<file path="src/rtl/pwm_fault_pkg.sv">
package pwm_fault_pkg;
  localparam int REG_W   = 6;
  localparam int OUTEN_W = 3;

  localparam logic ADDR_FAULT = 1'b0;
  localparam logic ADDR_OUTEN = 1'b1;

  typedef enum logic {
    MODE_LATCH = 1'b0,
    MODE_CYCLE = 1'b1
  } flt_mode_e;

  typedef struct packed {
    flt_mode_e mode;
    logic      en;
  } flt_cfg_t;
endpackage

</file>
<file path="src/rtl/fault_sync.sv">
module fault_sync #(
  parameter int   STAGES  = 2,
  parameter logic RST_VAL = 1'b1
) (
  input  logic clk,
  input  logic rst,
  input  logic d,
  output logic q
);
  logic [STAGES-1:0] chain;

  always_ff @(posedge clk) begin
    if (rst) chain <= {STAGES{RST_VAL}};
    else     chain <= {chain[STAGES-2:0], d};
  end

  assign q = chain[STAGES-1];
endmodule

</file>
<file path="src/rtl/fault_channel.sv">
module fault_channel
  import pwm_fault_pkg::*;
(
  input  logic     clk,
  input  logic     rst,
  input  logic     flt_act,
  input  flt_cfg_t cfg,
  input  logic     clr_req,
  input  logic     period_start,
  output logic     stat,
  output logic     hold,
  output logic     block
);
  logic active;
  logic release_now;

  assign active      = cfg.en & flt_act;
  assign release_now = period_start & ((cfg.mode == MODE_CYCLE) | ~stat);
  assign block       = active | (hold & ~release_now);

  always_ff @(posedge clk) begin
    if (rst) begin
      stat <= 1'b0;
      hold <= 1'b0;
    end else if (active) begin
      stat <= 1'b1;
      hold <= 1'b1;
    end else begin
      if (!cfg.en || release_now) hold <= 1'b0;
      if (clr_req) stat <= 1'b0;
      else if (cfg.mode == MODE_CYCLE && hold && release_now) stat <= 1'b0;
    end
  end

  assert_set_on_fault_R6: assert property (@(posedge clk) disable iff (rst)
    active |=> (stat && hold));

  assert_clear_ignored_R8: assert property (@(posedge clk) disable iff (rst)
    (active && clr_req) |=> stat);

  assert_latched_keeps_R7: assert property (@(posedge clk) disable iff (rst)
    (cfg.mode == MODE_LATCH && stat && !clr_req) |=> stat);

  assert_release_on_strobe_R9: assert property (@(posedge clk) disable iff (rst)
    $fell(hold) |-> ($past(period_start) || !$past(cfg.en)));

  assert_disabled_no_hold_R5: assert property (@(posedge clk) disable iff (rst)
    !cfg.en |=> !hold);
endmodule

</file>
<file path="src/rtl/fault_regs.sv">
module fault_regs
  import pwm_fault_pkg::*;
#(
  parameter int NUM_PAIRS = 4
) (
  input  logic               clk,
  input  logic               rst,
  input  logic               boot_pwm_on,
  input  logic               wr,
  input  logic               addr,
  input  logic [REG_W-1:0]   wdata,
  input  logic               stat_a,
  input  logic               stat_b,
  output flt_cfg_t           cfg_a,
  output flt_cfg_t           cfg_b,
  output logic               clr_a,
  output logic               clr_b,
  output logic [OUTEN_W-1:0] outen,
  output logic [REG_W-1:0]   rdata
);
  localparam logic [OUTEN_W-1:0] BOOT_OUTEN = OUTEN_W'(NUM_PAIRS + 1);

  logic wr_fault;
  logic wr_outen;

  assign wr_fault = wr && (addr == ADDR_FAULT);
  assign wr_outen = wr && (addr == ADDR_OUTEN);
  assign clr_a    = wr_fault && wdata[4];
  assign clr_b    = wr_fault && wdata[5];

  always_ff @(posedge clk) begin
    if (rst) begin
      cfg_a <= '0;
      cfg_b <= '0;
      outen <= boot_pwm_on ? BOOT_OUTEN : '0;
    end else begin
      if (wr_fault) begin
        cfg_a.en   <= wdata[0];
        cfg_a.mode <= flt_mode_e'(wdata[1]);
        cfg_b.en   <= wdata[2];
        cfg_b.mode <= flt_mode_e'(wdata[3]);
      end
      if (wr_outen) outen <= wdata[OUTEN_W-1:0];
    end
  end

  always_ff @(posedge clk) begin
    if (rst) rdata <= '0;
    else if (addr == ADDR_FAULT)
      rdata <= {stat_b, stat_a, cfg_b.mode, cfg_b.en, cfg_a.mode, cfg_a.en};
    else
      rdata <= {{(REG_W-OUTEN_W){1'b0}}, outen};
  end

  assert_outen_stable_R2: assert property (@(posedge clk) disable iff (rst)
    !wr_outen |=> $stable(outen));
endmodule

</file>
<file path="src/rtl/pwm_out_stage.sv">
module pwm_out_stage
  import pwm_fault_pkg::*;
#(
  parameter int NUM_PAIRS = 4,
  localparam int NUM_OUT  = 2 * NUM_PAIRS
) (
  input  logic               clk,
  input  logic               rst,
  input  logic [NUM_OUT-1:0] raw,
  input  logic               blocked,
  input  logic               pol_high,
  input  logic               pol_low,
  input  logic [OUTEN_W-1:0] outen,
  output logic [NUM_OUT-1:0] pin,
  output logic [NUM_OUT-1:0] oe
);
  int pairs_on;
  logic [NUM_OUT-1:0] idle_lvl;

  always_comb begin
    if (outen[OUTEN_W-1]) pairs_on = int'(outen) - 1;
    else                  pairs_on = 0;
    if (pairs_on > NUM_PAIRS) pairs_on = NUM_PAIRS;
  end

  for (genvar i = 0; i < NUM_OUT; i++) begin : g_lane
    localparam int PAIR = i / 2;
    localparam bit LOW  = (i % 2) == 1;
    logic act_lvl;
    logic lane_en;
    logic lane_on;

    assign act_lvl     = LOW ? pol_low : pol_high;
    assign idle_lvl[i] = ~act_lvl;
    assign lane_en     = PAIR < pairs_on;
    assign lane_on     = raw[i] & ~blocked;

    always_ff @(posedge clk) begin
      if (rst) begin
        pin[i] <= 1'b0;
        oe[i]  <= 1'b0;
      end else begin
        oe[i]  <= lane_en;
        pin[i] <= lane_en & (lane_on ? act_lvl : ~act_lvl);
      end
    end
  end

  assert_block_idle_R4: assert property (@(posedge clk) disable iff (rst)
    blocked |=> (((pin ^ $past(idle_lvl)) & oe) == '0));
endmodule

</file>
<file path="src/rtl/pwm_fault_guard.sv">
module pwm_fault_guard
  import pwm_fault_pkg::*;
#(
  parameter int NUM_PAIRS   = 4,
  parameter int SYNC_STAGES = 2,
  localparam int NUM_OUT    = 2 * NUM_PAIRS
) (
  input  logic               clk,
  input  logic               rst,
  input  logic               boot_pwm_on,
  input  logic               pol_high,
  input  logic               pol_low,
  input  logic [NUM_OUT-1:0] pwm_raw,
  input  logic               period_start,
  input  logic               fault_a_n,
  input  logic               fault_b_n,
  input  logic               reg_wr,
  input  logic               reg_addr,
  input  logic [REG_W-1:0]   reg_wdata,
  output logic [REG_W-1:0]   reg_rdata,
  output logic [NUM_OUT-1:0] pwm_pin,
  output logic [NUM_OUT-1:0] pwm_oe
);
  logic [1:0]         pin_n;
  logic [1:0]         sync_n;
  logic [1:0]         stat;
  logic [1:0]         hold;
  logic [1:0]         block;
  logic [1:0]         clr;
  flt_cfg_t           cfg [2];
  logic [OUTEN_W-1:0] outen;
  logic               blocked;

  assign pin_n = {fault_b_n, fault_a_n};

  for (genvar f = 0; f < 2; f++) begin : g_fault
    fault_sync #(.STAGES(SYNC_STAGES), .RST_VAL(1'b1)) sync_i (
      .clk (clk),
      .rst (rst),
      .d   (pin_n[f]),
      .q   (sync_n[f])
    );

    fault_channel chan_i (
      .clk          (clk),
      .rst          (rst),
      .flt_act      (~sync_n[f]),
      .cfg          (cfg[f]),
      .clr_req      (clr[f]),
      .period_start (period_start),
      .stat         (stat[f]),
      .hold         (hold[f]),
      .block        (block[f])
    );
  end

  assign blocked = |block;

  fault_regs #(.NUM_PAIRS(NUM_PAIRS)) regs_i (
    .clk         (clk),
    .rst         (rst),
    .boot_pwm_on (boot_pwm_on),
    .wr          (reg_wr),
    .addr        (reg_addr),
    .wdata       (reg_wdata),
    .stat_a      (stat[0]),
    .stat_b      (stat[1]),
    .cfg_a       (cfg[0]),
    .cfg_b       (cfg[1]),
    .clr_a       (clr[0]),
    .clr_b       (clr[1]),
    .outen       (outen),
    .rdata       (reg_rdata)
  );

  pwm_out_stage #(.NUM_PAIRS(NUM_PAIRS)) out_i (
    .clk      (clk),
    .rst      (rst),
    .raw      (pwm_raw),
    .blocked  (blocked),
    .pol_high (pol_high),
    .pol_low  (pol_low),
    .outen    (outen),
    .pin      (pwm_pin),
    .oe       (pwm_oe)
  );

  assert_release_needs_both_R11: assert property (@(posedge clk) disable iff (rst)
    (hold[0] && !period_start) |-> blocked);
endmodule

</file>
<file path="config.mk">
export PLATFORM = sky130hd
export DESIGN_NAME = pwm_fault_guard
export DESIGN_NICKNAME = d
export VERILOG_FILES = /design/src/rtl/pwm_fault_pkg.sv /design/src/rtl/fault_sync.sv /design/src/rtl/fault_channel.sv /design/src/rtl/fault_regs.sv /design/src/rtl/pwm_out_stage.sv /design/src/rtl/pwm_fault_guard.sv
export SDC_FILE = /design/constraint.sdc
export NUM_CORES = 1
export LEC_CHECK = 0
export BUFFER_PORTS_ARGS = -buffer_cell sky130_fd_sc_hd__buf_4
export CAP_MARGIN = 25
export CELL_PAD_IN_SITES_DETAIL_PLACEMENT = 0
export CELL_PAD_IN_SITES_GLOBAL_PLACEMENT = 2
export CORE_ASPECT_RATIO = 1.2
export CORE_UTILIZATION = 29
export CTS_CLUSTER_SIZE = 20
export DETAILED_ROUTE_END_ITERATION = 8
export PLACE_DENSITY = 0.88
export SYNTH_ARGS = -nofsm -noshare
export SYNTH_HDL_FRONTEND = slang
export SYNTH_SLANG_ARGS = --single-unit
</file>
<file path="constraint.sdc">
create_clock -name clk -period 2.25 [get_ports clk]
set_clock_uncertainty 0.15 [all_clocks]
set_input_delay 0.3375 -clock clk [delete_from_list [all_inputs] [get_ports clk]]
set_output_delay 0.3375 -clock clk [all_outputs]
set_load 0.01 [all_outputs]
</file>
## After elaboration in Yosys (flattened, before gate mapping)

Cells that the tools add are included.

| word-level totals | value |
|---|---|
| register bits after elaboration | 33 |
| bits in latches | 0 |
| RAM bits | 0 |
| bits in read-only memories | 0 |
| bits of input ports | 24 |
| memories kept | 0 |

| operators by class | value |
|---|---|
| $add $sub $neg | 1 |
| multipliers | 0 |
| div/mod/pow operators | 0 |
| magnitude comparators | 5 |
| equality and inequality tests | 0 |
| shift-type cells | 0 |
| multiplexer cells | 24 |
| bitwise logic cells | 36 |
| reduce and logical (&&, ||, !) cells | 19 |

Operators with widths:

| kind | count |
|---|---|
| $lt A3 B32 Y1 const A | 2 |
| $mux W32 | 2 |
| $gt A32 B4 Y1 const B | 1 |
| $lt A1 B32 Y1 const A | 1 |
| $lt A2 B32 Y1 const A | 1 |
| $and A1 B1 Y1 | 22 |
| $mux W1 | 18 |
| $mux W3 | 4 |
| $not A1 Y1 | 10 |
| $logic_and A1 B1 Y1 | 8 |
| $reduce_bool A2 Y1 | 3 |
| $reduce_bool A3 Y1 | 2 |
| $or A1 B1 Y1 | 4 |
| $reduce_or A2 Y1 | 2 |
| $sub A3 B1 Y4 const B | 1 |
| $logic_not A1 Y1 | 2 |
| $logic_or A1 B1 Y1 | 2 |

## Longest topological paths before layout

| depth | value |
|---|---|
| depth after elaboration | 11 |
| depth in mapped cells | 6 |
| gate-level depth less buffers | 5 |

## Modules after synthesis

A second synthesis with hierarchy kept.

| second synthesis, totals | value |
|---|---|
| cells, all modules | 133 |
| area, all modules | 1363.8 µm² |

By module, submodules not included:

| module | times used | cells each | area each (µm²) | seq. area each (µm²) |
|---|---|---|---|---|
| fault_regs | 1 | 45 | 524.3 | 290.3 |
| pwm_out_stage | 1 | 55 | 515.5 | 240.2 |
| fault_channel | 2 | 11 | 102.6 | 40.0 |
| fault_sync | 2 | 4 | 52.6 | 40.0 |
| pwm_fault_guard | 1 | 3 | 13.8 | 0.0 |

## Least setup slack after synthesis

Ideal clock, no wire load.

| timing | value |
|---|---|
| kind | flip-flop to flip-flop |
| start | register regs_i.cfg_b[1] (netlist bit) |
| end | register out_i.pin[3] |
| library setup time | 115 ps |
| arrival time | 1316 ps |
| required time | 1985 ps |
| slack | 668 ps |
| stages on the path, launching flop included | 6 |
| path buffers | 1 |
| cells stage by stage | dfxtp_1 -> nand2b_1 -> a21boi_2 -> buf_6 -> or4_1 -> and3_1 |

| between the ends | value |
|---|---|
| cells in the longest elaborated chain, start to end | 10 |

Ends and longest elaborated chain:

| what | line | text |
|---|---|---|
| start, declared | fault_regs.sv:15 | `output flt_cfg_t cfg_b,` |
| $or A1 B1 Y1 | fault_channel.sv:18 | `assign release_now = period_start & ((cfg.mode == MODE_CYCLE) \| ~stat);` |
| $and A1 B1 Y1 | fault_channel.sv:18 |  |
| $not A1 Y1 | fault_channel.sv:19 | `assign block = active \| (hold & ~release_now);` |
| $and A1 B1 Y1 | fault_channel.sv:19 |  |
| $or A1 B1 Y1 | fault_channel.sv:19 |  |
| $reduce_or A2 Y1 | pwm_fault_guard.sv:57 | `assign blocked = \|block;` |
| $not A1 Y1 | pwm_out_stage.sv:36 | `assign lane_on = raw[i] & ~blocked;` |
| $and A1 B1 Y1 | pwm_out_stage.sv:36 |  |
| $mux W1 | pwm_out_stage.sv:44 | `pin[i] <= lane_en & (lane_on ? act_lvl : ~act_lvl);` |
| $and A1 B1 Y1 | pwm_out_stage.sv:44 |  |
| end signal, assigned by index | pwm_out_stage.sv:44 |  |
| end, declared | pwm_out_stage.sv:14 | `output logic [NUM_OUT-1:0] pin,` |

Every way passes these cells.
A chain may end at the register's enable or synchronous reset.

## Worst setup path in the final report

| timing | value |
|---|---|
| start | register regs_i.outen[0] |
| end | register out_i.pin[5] |

| between the ends | value |
|---|---|
| cells in the longest elaborated chain, start to end | 6 |

Ends and longest elaborated chain:

| what | line | text |
|---|---|---|
| start, declared | fault_regs.sv:18 | `output logic [OUTEN_W-1:0] outen,` |
| start signal, assigned | fault_regs.sv:35 | `outen <= boot_pwm_on ? BOOT_OUTEN : '0;` |
| start signal, assigned | fault_regs.sv:43 | `if (wr_outen) outen <= wdata[OUTEN_W-1:0];` |
| $sub A3 B1 Y4 * | pwm_out_stage.sv:21 | `if (outen[OUTEN_W-1]) pairs_on = int'(outen) - 1;` |
| $mux W32 * | pwm_out_stage.sv:21 |  |
| $gt A32 B4 Y1 | pwm_out_stage.sv:23 | `if (pairs_on > NUM_PAIRS) pairs_on = NUM_PAIRS;` |
| $mux W32 * | pwm_out_stage.sv:23 |  |
| $lt A3 B32 Y1 * | pwm_out_stage.sv:35 | `assign lane_en = PAIR < pairs_on;` |
| $and A1 B1 Y1 * | pwm_out_stage.sv:44 |  |

Every way passes the cells marked *; elsewhere a longest branch is shown, timed or not.

==> results.yml <==
sta:
  slew_viol_final: 0
  max_slew_margin_pct: 56.8
  post-route-period-util_pct: 76.7
  finalSetupViolations: 0
  setup_ws_ns: 0.524
  setup_tns_ns: 0
  fin_crit_ns: 1.73
  final_hold_viol_count: 0
  tightest_slew_ns: 0.646
  fmaxAchievable_ghz: 0.579
  rsz0062_at_grt: "false"
power:
  p_sw_w: 0.000302
  ir_drop_mv: 0.407
  comb_power_share_pct: 12.6
  internal-power_w: 0.00105
  p_clk_share_pct: 39.6
  switching_share_pct: 22.3
  p_seq_share_pct: 47.7
  power_density_nw_per_um2: 762
  p_leak_nw: 0.808
synthesis:
  synth_top_area_share_pct: 45.2
  syn_nets: 158
  syn_inst: 133
  synth_warnings: 0
  synth-seq-cells: 33
  synth_ff_type: "dfxtp_1"
  ys_top_cells_by_count: "dfxtp_1, nor2_1"
  synth.most_common_cell: "dfxtp_1"
  synthesis.area_um2: 1330
  ys_seq_area_share_pct: 52.0
  ys_top_cells_by_area: "dfxtp_1, edfxtp_1, mux2i_1"
  synth_edf_count: 3
  yosysUniqueCellTypes: 26
  synthArstFlopShare_pct: 0
  yosysTopAreaCell: "dfxtp_1"
  synth.avg_cell_area_um2: 9.99
placed_design:
  gp_congestion: 0.866
  place_hpwl_um: 2070
  numPortBuffers: 45
  dp_slack_ns: 0.559
die:
  die_h_um: 76.2
  std_cell_rows: 26
  pin_count: 46
  core_um2: 4330
  die_w_um: 63.8
  initial_core_util_pct: 30.7
  die-area_um2: 4860
routing:
  drt_iter0_drc: 44
  wire_per_inst_um: 11.5
  vias: 1070
  ant_nets: 0
  wl_um: 2650
  viasPerCell: 4.65
  route.detailed.drc: 0
  first_pass_iters: 4
clocking:
  h-tree-depth: 2
  numCtsBuffers: 5
  cts_root_buf: "clkbuf_8"
  path_clk_slew_ns: 0.07
  cts_tree: "built"
  cts.sinks: 33
  cts_hold_buf: 0
  cts_setup_buffers: 0
  cts.path.max_buffers: 2
  clock_latency_ns: 0.29
  post_cts_resized: 0
grt:
  grt_max_degree: 23
  track_usage_pct: 12.3
  antenna_found_initial: 0
  grt_pass1_vias: 1003
  gr-total-overflow: 0
  grt_pass1_wl_um: 4530
worst_setup_path:
  cp.required_ns: 2.33
  cp-start-kind: "flip-flop"
  cp.arrival_ns: 1.81
  cp_max_fo: 4
  crit_type: "flip-flop to flip-flop"
  end_kind: "flip-flop"
layout:
  drive_above_1_share_pct: 33.9
  syn2layout_area_growth_pct: 33.4
  fin_util_pct: 41.0
  diodes: 0
  fin_nets: 198
status:
  status: "finished, final reports clean"
job:
  maxCapViolations: 0
min_path:
  hold_class: "input pin to flip-flop"
metrics by stage:
stage,hold WS [ns],power [W],std cells,area (um2)
floorplan,0.239,0.000746,133,1330
global placement,0.241,0.000827,222,1660
detailed placement,0.245,0.000831,222,1660
CTS,0.0721,0.00136,230,1770
global route,0.0643,0.00141,230,1770
finish,0.0758,0.00135,230,1770
power groups by stage:
| stage | clock network [W] | registers (W) | logic, W |
|---|---|---|---|
| 2_1_floorplan | 0 | 0.000666 | 0.0000804 |
| 3_3_place_gp | 0 | 0.000657 | 0.000170 |
| 3_5_place_dp | 0 | 0.000658 | 0.000173 |
| 4_1_cts | 0.000547 | 0.000645 | 0.000173 |
| 5_1_grt | 0.000574 | 0.000648 | 0.000189 |
| 6_report | 0.000535 | 0.000645 | 0.000171 |
path summary, 6_finish.rpt:
| kind | start | cells after the start | slack, ns | endpoint |
|---|---|---|---|---|
| worst max-delay path | regs_i.outen[0] | 5 | 0.52 | out_i.pin[5] |
| worst min-delay path | fault_a_n | 2 | 0.08 | g_fault[0].sync_i.chain[0] |
| worst max register to register | regs_i.outen[0] | 5 | 0.52 | out_i.pin[5] |
| worst min register to register | g_fault[0].sync_i.chain[0] | 1 | 0.26 | g_fault[0].sync_i.chain[1] |
critical path: stages (launching register included):
cell and delay (ns):
edfxtp_1 0.38, inv_1 0.06, ha_1 0.32, or2_2 0.28, a21oi_1 0.28, and3_1 0.20
flip-flops by register name (all words and copies together) (netlist names):
signal,flops
out_i.pin,8
regs_i.rdata,6
g_fault.sync_i.chain,4
out_i.oe,4
regs_i.outen,3
g_fault.chan_i.hold,2
g_fault.chan_i.stat,2
regs_i.cfg_a,2
regs_i.cfg_b,2
layer usage:
layer / GRT usage (%) / up-vias / wire length, um
met5: 0 / - / 0
met4: 7.05 / 0 / 80
met3: 4.94 / 9 / 237
met2: 19.9 / 51 / 1220
met1: 13.4 / 466 / 1120
li1: - / 544 / -
cells by family after synthesis:
kind of cell             synth area share, %
adder cells (fa/ha/maj)                0.941
multiplexers                            5.27
flip-flops                              52.0
buffers and inverters                   6.69
AND/OR/NAND/NOR                         24.3
AO/OA/AOI/OAI                           10.8
placed cells by master (no fill, tap or decap):
master / instances
inv_1: 4
and3_1: 8
nor2b_1: 5
nor3b_1: 2
a21o_1: 1
clkinv_1: 1
a32oi_1: 2
or2_2: 5
nand2b_1: 5
a21boi_2: 2
clkinvlp_4: 1
mux2i_1: 7
and2_1: 3
a31oi_1: 1
edfxtp_1: 3
dfxtp_1: 30
a21oi_1: 4
ha_1: 1
nand3_1: 8
buf_4: 45
o31ai_1: 8
nor2_1: 9
or4_1: 8
o21ai_0: 2
nand2_1: 3
clkbuf_8: 5
bufinv_16: 1
cell type report:
type,instances,area (um2)
Fill cell,427,2550
Sequential cell,33,691
Multi-Input combinational cell,84,549
Timing Repair Buffer,45,338
Tap cell,56,70.1
Clock buffer,5,68.8
Clock inverter,3,41.3
Inverter,4,15.0
Note: power is estimated with default switching activity, not from simulation.
